==> src/rtl/sio_dec_pkg.sv <==
package sio_dec_pkg;
  localparam int NUM_DEV     = 6;
  localparam int NUM_SEL     = NUM_DEV + 1;
  localparam int SEL_GPIO    = NUM_DEV;
  localparam int GPIO_SPAN   = 2;
  localparam int GPIO_EN_BIT = 7;
  localparam int IRQ_MAX     = 15;
  localparam int WIN_FLOOR   = 'h0100;

  localparam int DEV_FDD   = 0;
  localparam int DEV_PAR   = 1;
  localparam int DEV_SERA  = 2;
  localparam int DEV_SERB  = 3;
  localparam int DEV_AUXIO = 4;
  localparam int DEV_BUS2W = 5;

  function automatic int dev_span(input int idx);
    case (idx)
      DEV_PAR, DEV_BUS2W: return 4;
      DEV_AUXIO:          return 1;
      default:            return 8;
    endcase
  endfunction

  function automatic int dev_win_hi(input int idx);
    case (idx)
      DEV_PAR, DEV_BUS2W: return 'h0FFC;
      DEV_AUXIO:          return 'h0FFF;
      default:            return 'h0FF8;
    endcase
  endfunction

  function automatic int dev_gbit(input int idx);
    case (idx)
      DEV_FDD:   return 0;
      DEV_PAR:   return 3;
      DEV_SERA:  return 4;
      DEV_SERB:  return 5;
      DEV_BUS2W: return 6;
      default:   return 0;
    endcase
  endfunction

  function automatic bit dev_needs_global(input int idx);
    return idx != DEV_AUXIO;
  endfunction

  function automatic bit dev_clamps_irq(input int idx);
    return idx == DEV_PAR;
  endfunction

  function automatic logic [15:0] gpio_base(input logic [1:0] pick);
    case (pick)
      2'd0:    return 16'h00E0;
      2'd1:    return 16'h00E2;
      2'd2:    return 16'h00E4;
      default: return 16'h00EA;
    endcase
  endfunction
endpackage

==> src/rtl/sio_dev_window.sv <==
module sio_dev_window #(
  parameter int REG_W       = 8,
  parameter int SPAN        = 8,
  parameter int WIN_LO      = 'h0100,
  parameter int WIN_HI      = 'h0FF8,
  parameter bit NEED_GLOBAL = 1'b1,
  localparam int ADDR_W     = 2 * REG_W
) (
  input  logic [ADDR_W-1:0] host_addr,
  input  logic [REG_W-1:0]  base_hi,
  input  logic [REG_W-1:0]  base_lo,
  input  logic [REG_W-1:0]  activate,
  input  logic              global_en,
  output logic              hit
);
  logic [ADDR_W-1:0] base;
  logic [ADDR_W:0]   limit;
  logic              gate_ok;
  logic              legal;
  logic              in_span;

  assign base  = {base_hi, base_lo};
  assign limit = {1'b0, base} + (ADDR_W+1)'(SPAN);

  generate
    if (NEED_GLOBAL) begin : g_gated
      assign gate_ok = global_en;
    end else begin : g_free
      logic unused_global;
      assign unused_global = global_en;
      assign gate_ok = 1'b1;
    end
  endgenerate

  assign legal   = (base >= ADDR_W'(WIN_LO)) && (base <= ADDR_W'(WIN_HI));
  assign in_span = (host_addr >= base) && ({1'b0, host_addr} < limit);
  assign hit     = gate_ok && (|activate) && legal && in_span;
endmodule

==> src/rtl/sio_gpio_window.sv <==
module sio_gpio_window
  import sio_dec_pkg::*;
#(
  parameter int REG_W   = 8,
  localparam int ADDR_W = 2 * REG_W
) (
  input  logic [ADDR_W-1:0] host_addr,
  input  logic [REG_W-1:0]  ctl,
  output logic              hit
);
  logic [ADDR_W-1:0] base;
  logic [ADDR_W:0]   limit;
  logic              unused_ctl;

  assign unused_ctl = ^ctl[GPIO_EN_BIT-1:2];
  assign base  = ADDR_W'(gpio_base(ctl[1:0]));
  assign limit = {1'b0, base} + (ADDR_W+1)'(GPIO_SPAN);
  assign hit   = ctl[GPIO_EN_BIT] && (host_addr >= base) && ({1'b0, host_addr} < limit);
endmodule

==> src/rtl/sio_irq_filter.sv <==
module sio_irq_filter #(
  parameter int REG_W = 8,
  parameter bit CLAMP = 1'b0,
  parameter int LIMIT = 15
) (
  input  logic [REG_W-1:0] irq_in,
  output logic [REG_W-1:0] irq_out
);
  generate
    if (CLAMP) begin : g_clamp
      assign irq_out = (irq_in > REG_W'(LIMIT)) ? '1 : irq_in;
    end else begin : g_pass
      assign irq_out = irq_in;
    end
  endgenerate
endmodule

==> src/rtl/sio_sel_prio.sv <==
module sio_sel_prio #(
  parameter int N = 7
) (
  input  logic [N-1:0] req,
  output logic [N-1:0] grant
);
  logic [N:0] taken;
  assign taken[0] = 1'b0;

  for (genvar i = 0; i < N; i++) begin : g_chain
    assign grant[i]   = req[i] && !taken[i];
    assign taken[i+1] = taken[i] || req[i];
  end
endmodule

==> src/rtl/sio_addr_decoder.sv <==
module sio_addr_decoder
  import sio_dec_pkg::*;
#(
  parameter int REG_W   = 8,
  localparam int ADDR_W = 2 * REG_W
) (
  input  logic [ADDR_W-1:0]              host_addr,
  input  logic [REG_W-1:0]               glob_en_reg,
  input  logic [REG_W-1:0]               gpio_ctl_reg,
  input  logic [NUM_DEV-1:0][REG_W-1:0]  activate,
  input  logic [NUM_DEV-1:0][REG_W-1:0]  base_hi,
  input  logic [NUM_DEV-1:0][REG_W-1:0]  base_lo,
  input  logic [NUM_DEV-1:0][REG_W-1:0]  irq_reg,
  output logic [NUM_SEL-1:0]             dev_sel,
  output logic [NUM_DEV-1:0][REG_W-1:0]  dev_irq
);
  logic [NUM_SEL-1:0] raw_hit;
  logic [REG_W-1:0]   glob_used;
  logic               unused_glob;

  always_comb begin
    glob_used = '0;
    for (int i = 0; i < NUM_DEV; i++) begin
      if (dev_needs_global(i)) glob_used[dev_gbit(i)] = 1'b1;
    end
  end
  assign unused_glob = ^(glob_en_reg & ~glob_used);

  for (genvar i = 0; i < NUM_DEV; i++) begin : g_dev
    sio_dev_window #(
      .REG_W       (REG_W),
      .SPAN        (dev_span(i)),
      .WIN_LO      (WIN_FLOOR),
      .WIN_HI      (dev_win_hi(i)),
      .NEED_GLOBAL (dev_needs_global(i))
    ) win_i (
      .host_addr (host_addr),
      .base_hi   (base_hi[i]),
      .base_lo   (base_lo[i]),
      .activate  (activate[i]),
      .global_en (glob_en_reg[dev_gbit(i)]),
      .hit       (raw_hit[i])
    );

    sio_irq_filter #(
      .REG_W (REG_W),
      .CLAMP (dev_clamps_irq(i)),
      .LIMIT (IRQ_MAX)
    ) irq_i (
      .irq_in  (irq_reg[i]),
      .irq_out (dev_irq[i])
    );
  end

  sio_gpio_window #(.REG_W(REG_W)) gpio_i (
    .host_addr (host_addr),
    .ctl       (gpio_ctl_reg),
    .hit       (raw_hit[SEL_GPIO])
  );

  sio_sel_prio #(.N(NUM_SEL)) prio_i (
    .req   (raw_hit),
    .grant (dev_sel)
  );
endmodule

==> config.mk <==
export PLATFORM = sky130hd
export DESIGN_NAME = sio_addr_decoder
export DESIGN_NICKNAME = d
export VERILOG_FILES = /design/src/rtl/sio_dec_pkg.sv /design/src/rtl/sio_dev_window.sv /design/src/rtl/sio_gpio_window.sv /design/src/rtl/sio_irq_filter.sv /design/src/rtl/sio_sel_prio.sv /design/src/rtl/sio_addr_decoder.sv
export SDC_FILE = /design/constraint.sdc
export NUM_CORES = 1
export LEC_CHECK = 0
export BUFFER_PORTS_ARGS = -buffer_cell sky130_fd_sc_hd__clkbuf_2
export CORE_MARGIN = 2
export CORE_UTILIZATION = 40
export DETAILED_ROUTE_END_ITERATION = 8
export PLACE_DENSITY_LB_ADDON = 0.15
export SLEW_MARGIN = 20
export SYNTH_ARGS = -nofsm -noshare
export SYNTH_HDL_FRONTEND = slang
export SYNTH_SLANG_ARGS = --single-unit
==> constraint.sdc <==
create_clock -name vclk -period 3.6
set_clock_uncertainty 0.1 [all_clocks]
set_input_delay 0.54 -clock vclk [all_inputs]
set_output_delay 0.54 -clock vclk [all_outputs]
set_load 0.01 [all_outputs]
# Word-level counts from Yosys, hierarchy flattened
# Cells that the tools add are included.
word_totals:
  reg_bits: 0
  output_inout_bits: 55
op_classes:
  addsub: 7
  n_lt_le_gt_ge: 27
  n_eq_ne: 2
  mux: 2
  reduce_logical: 55
op_table:
  columns: ["op", "n"]
  rows:
  - ["$lt A16 B17 Y1", 7]
  - ["$ge A16 B16 Y1", 6]
  - ["$ge A16 B9 Y1 const B", 6]
  - ["$le A16 B12 Y1 const B", 6]
  - ["$add A16 B4 Y17 const B", 3]
  - ["$reduce_or A8 Y1", 6]
  - ["$logic_and A1 B1 Y1", 37]
  - ["$add A16 B3 Y17 const B", 2]
  - ["$add A16 B1 Y17 const B", 1]
  - ["$ge A16 B8 Y1", 1]
  - ["$pmux W4 S3", 1]
  - ["$add A8 B2 Y9 const B", 1]
  - ["$gt A8 B4 Y1 const B", 1]
  - ["$mux W8", 1]
  - ["$logic_not A1 Y1", 6]
  - ["$logic_or A1 B1 Y1", 5]
  - ["$eq A2 B1 Y1 const B", 1]
  - ["$eq A2 B2 Y1 const B", 1]
  - ["$logic_not A2 Y1", 1]

# Logic depth before layout (Yosys ltp)
depth:
  word_depth: 11
  ltp_mapped: 14
  mapped_depth_nobuf: 14

# By module
# From an unflattened synthesis, not the netlist that was laid out.
unflattened:
  hier_cells: 863
  area_unflattened_um2: 6572.6
modules_own_cells:
  columns: ["module", "instances", "cells_each", "area_per_inst_um2", "seq_area_each_um2"]
  rows:
  - ["sio_dev_window (g_dev[2].win_i ...)", 2, 129, 963.4, 0.0]
  - ["sio_dev_window (g_dev[4].win_i)", 1, 133, 1033.5, 0.0]
  - ["sio_dev_window (g_dev[5].win_i)", 1, 135, 1032.2, 0.0]
  - ["sio_dev_window (g_dev[1].win_i)", 1, 129, 994.7, 0.0]
  - ["sio_dev_window (g_dev[0].win_i)", 1, 124, 943.4, 0.0]
  - ["sio_irq_filter (g_dev[0].irq_i ...)", 5, 8, 60.1, 0.0]
  - ["sio_gpio_window", 1, 26, 209.0, 0.0]
  - ["sio_sel_prio", 1, 9, 71.3, 0.0]
  - ["sio_irq_filter (g_dev[1].irq_i)", 1, 9, 61.3, 0.0]

# Least setup slack after synthesis
# No wires, ideal clock.
synth_timing:
  kind: "input-to-output"
  start: "input base_hi[0] (netlist bit)"
  end: "output dev_sel[4]"
  arrival_ps: 2925
  required_ps: 2960
  setup_slack_ps: 35
  path_stages: 13
  path_buffers: 1
  path_cell_list: "and4_1 -> and3_1 -> buf_4 -> nand4_4 -> xnor2_1 -> ha_1 -> o21ai_0 -> o21bai_1 -> nor4_1 -> o31a_1 -> o211a_2 -> nand2b_4 -> nor4_1"
synth_between:
  elab_chain_len: 9
  word_cells_on_any_way: 14
  classes_between: "add/sub (1); order compare (4); reduce/logical (9)"
synth_rtl:
  columns: ["item", "line", "text"]
  rows:
  - ["start, declared", "sio_addr_decoder.sv:11", "input logic [NUM_DEV-1:0][REG_W-1:0] base_hi,"]
  - ["$add A16 B4 Y17 (tied with other cells)", "sio_dev_window.sv:23", "assign limit = {1'b0, base} + (ADDR_W+1)'(SPAN);"]
  - ["$lt A16 B17 Y1 / $logic_and A1 B1 Y1 (equally long branches)", "sio_dev_window.sv:36, sio_dev_window.sv:35", null]
  - ["$logic_and A1 B1 Y1, on equally long branches", "sio_dev_window.sv:36, sio_dev_window.sv:37", null]
  - ["$logic_and A1 B1 Y1 (*)", "sio_dev_window.sv:37", "assign hit = gate_ok && (|activate) && legal && in_span;"]
  - ["named net g_dev[0].win_i.hit", "sio_dev_window.sv:14", "output logic hit"]
  - ["$logic_or A1 B1 Y1 (*) (3 in series)", "sio_sel_prio.sv:12", "assign taken[i+1] = taken[i] || req[i];"]
  - ["$logic_not A1 Y1 (*)", "sio_sel_prio.sv:11", "assign grant[i] = req[i] && !taken[i];"]
  - ["$logic_and A1 B1 Y1 (*)", "sio_sel_prio.sv:11", null]
  - ["end, declared", "sio_addr_decoder.sv:14", "output logic [NUM_SEL-1:0] dev_sel,"]
# Mark *: on every way through the listed nets, which the timed path passes. The rest lies on a longest branch.

# Worst setup path in the final report
layout_timing:
  start: "input base_lo[5] (netlist bit)"
  end: "output dev_sel[5]"
layout_between:
  elab_chain_len: 10
  word_cells_on_any_way: 15
  classes_between: "add/sub (1); order compare (4); reduce/logical (10)"
layout_rtl:
  columns: ["item", "line", "text"]
  rows:
  - ["start, declared", "sio_addr_decoder.sv:12", "input logic [NUM_DEV-1:0][REG_W-1:0] base_lo,"]
  - ["$add A16 B4 Y17 (tied with other cells)", "sio_dev_window.sv:23", null]
  - ["$lt A16 B17 Y1 / $logic_and A1 B1 Y1 (equally long branches)", "sio_dev_window.sv:36, sio_dev_window.sv:35", null]
  - ["$logic_and A1 B1 Y1, on equally long branches", "sio_dev_window.sv:36, sio_dev_window.sv:37", null]
  - ["$logic_and A1 B1 Y1 (*)", "sio_dev_window.sv:37", null]
  - ["$logic_or A1 B1 Y1 (*) (4 in series)", "sio_sel_prio.sv:12", null]
  - ["$logic_not A1 Y1 (*)", "sio_sel_prio.sv:11", null]
  - ["$logic_and A1 B1 Y1 (*)", "sio_sel_prio.sv:11", null]
# Every way passes the cells marked *; elsewhere a longest branch is shown, timed or not.

==> flow_summary.json <==
{
  "status": "finished, violations left",
  "violations": "negative setup slack",
  "drv_slew": 0,
  "cellLeakagePower_nw": 4.74,
  "met2_usage_pct": 40.0,
  "p_sw_share_pct": 50.6,
  "post-route-util_pct": 58.0,
  "avgViaCountPerCell": 5.09,
  "hpwl_um": 17100,
  "wire_per_inst_um": 14.1,
  "tns_ps": -1120,
  "track_usage_pct": 22.5,
  "synthCells": 861,
  "grt_pass1_wl_um": 31500,
  "worstMarginPinSlew_ps": 979,
  "muxShareOfSynthArea_pct": 0,
  "port_buffers": 191,
  "synthAdderAreaFrac_pct": 39.2,
  "chipHeight_um": 130,
  "place_congestion": 0.905,
  "drt_wl_total_um": 19900,
  "holdPathStages": 0,
  "cp-endpoint": "dev_sel[5]",
  "core_area_sq_um": 15700,
  "start_util_pct": 40.6,
  "rows": 46,
  "clkbuf_count": 0,
  "grt_use_met3_pct": 1.15,
  "hp-class": "input port to output port",
  "cp.required_ps": 2960,
  "rsz0062_at_grt": "true",
  "ys_types": 47,
  "yosysWarnings": 0,
  "syn-num-nets": 1285,
  "grtUsageMet1_pct": 31.1,
  "initialDrtViolationCount": 223,
  "ant_nets": 0,
  "register_area_sq_um": 0,
  "synth_area_sq_um": 6380,
  "die_w_um": 130,
  "synth.top_cells.by_count": "200 x ha_1, 107 x inv_1, 71 x xnor2_1",
  "synth_most_common_cell": "ha_1",
  "cp-start-kind": "input port",
  "hold_violations": 0,
  "grt-ovfl-total": 0,
  "fin_ws_ps": -273,
  "synth_top_family_by_area": "adder cells",
  "nets": 1618,
  "synth-compound-area-share_pct": 17.1,
  "p_sw_mw": 0.473,
  "seq_area_frac_synth_pct": 0,
  "power_density_nw_per_um2": 103,
  "synth_top_area_cell": "ha_1",
  "arrival_ps": 3230,
  "grt_max_degree": 14,
  "worst-path-max-fanout": 5,
  "combPwrFrac_pct": 100.0,
  "startpoint": "base_lo[5]",
  "intPower_mw": 0.462,
  "area_growth_pct": 42.9,
  "grt_busiest_layer": "met2",
  "seq_cells": 0,
  "grt_pass1_vias": 6927,
  "die_area_sq_um": 17000,
  "ir_drop_uv": 58.0,
  "synthSimpleGateAreaFrac_pct": 22.6,
  "max_freq_mhz": 258,
  "synth_top_cell_area_share_pct": 39.2,
  "drive_gt1_share_pct": 36.3,
  "dr.pass1.iters": 4,
  "synth_xor_area_share_pct": 9.75,
  "fin_hold_ws_ps": 980,
  "boundaryPins": 279,
  "multi_input_area_sq_um": 6010,
  "fillCellCount": 1532,
  "synth.avg_cell_area_sq_um": 7.41,
  "fin_crit_sh_pct": 108,
  "total_power_mw": 0.935,
  "setup_viol": 5,
  "p_clk_share_pct": 0,
  "vias": 7170,
  "end_kind": "output port",
  "remaining_drc_errors": 0,
  "antenna_cells": 0,
  "drv_cap": 0,
  "crit_type": "input port to output port",
  "yosys-top-cells-area": "ha_1 39%, xnor2_1 9.7%, inv_1 6.3%, buf_4 4.9%, a21oi_1 3.9%",
  "power_frac_seq_pct": 0,
  "slew_headroom_pct": 34.1,
  "finalCriticalPeriod_ps": 3870,
  "postCtsHoldBufs": 0,
  "antenna_found_initial": 0
}
## through the flow
stage / cell area (sq um) / setup slack (ps) / std cells
5_1_grt: 9120 / -374 / 1408
2_1_floorplan: 6380 / 35.4 / 861
3_3_place_gp: 8550 / -330 / 1390
6_report: 9120 / -273 / 1408
4_1_cts: 8800 / -263 / 1405
3_5_place_dp: 8550 / -375 / 1390
## routing by layer
layer  wire length (um)  vias to the layer above
li1                   -                     3783
met1               9490                     3206
met2               9290                      167
met3                899                       14
met4                214                        0
met5                  0                        -
## placed cells by master (no fill, tap or decap), types with 10 or more instances in the layout
| master | count |
|---|---|
| ha_1 | 195 |
| clkbuf_2 | 178 |
| buf_4 | 175 |
| inv_1 | 104 |
| xnor2_1 | 68 |
| a21oi_1 | 48 |
| nand2_1 | 47 |
| nand3_1 | 44 |
| o21ai_0 | 36 |
| nor2_1 | 35 |
| nand4_1 | 34 |
| nor4_1 | 21 |
| a211oi_1 | 17 |
| nand2b_1 | 14 |
| nor3_1 | 13 |
| buf_6 | 13 |
| a21o_1 | 12 |
| o211ai_1 | 10 |
## power groups by stage
stage / Combinational, mW / Sequential (mW) / Clock [mW]
5_1_grt: 1.06 / 0 / 0
2_1_floorplan: 0.492 / 0 / 0
3_5_place_dp: 0.867 / 0 / 0
6_report: 0.935 / 0 / 0
3_3_place_gp: 0.855 / 0 / 0
4_1_cts: 0.893 / 0 / 0
## layout make-up
class	instances	share of cell area [%]
multi-input combinational	712	65.9
timing repair buffer	373	26.7
inverter	107	4.43
tap	216	2.96
## cell families (layout without fill, tap and decap cells)
logic type | count (synthesis) | count (layout)
other | 1 | 1
AOI/OAI and AO/OA | 172 | 172
adders and majority gates | 200 | 200
and+or+nand+nor | 268 | 268
buffers and inverters | 149 | 480
xor gates and xnor gates | 71 | 71
## worst min-delay path by stage
stage / start / end / slack (ps)
5_1_grt: irq_reg[20] / dev_irq[20] / 980
6_report: irq_reg[20] / dev_irq[20] / 980
3_3_place_gp: irq_reg[16] / dev_irq[16] / 980
2_1_floorplan: irq_reg[0] / dev_irq[0] / 1070
4_1_cts: irq_reg[16] / dev_irq[16] / 980
3_5_place_dp: irq_reg[16] / dev_irq[16] / 980
## what timing repair did
item / 4_1_cts / 5_1_grt
endpoints found under the setup margin: 6 / 7
pin swaps: 19 / 41
setup buffers: 15 / 3
gates resized for setup: 33 / 62
## critical path, stage by stage
cell and delay, ps:
buf_6 70, and4_1 200, and3_4 210, nand4_4 90, xnor2_2 150, ha_1 290, o21ai_1 70, o21bai_1 230
a41oi_1 80, o31a_1 290, o211a_2 270, nand2b_4 200, nor4_4 350, buf_2 190
(Power assumes the default switching activity.)
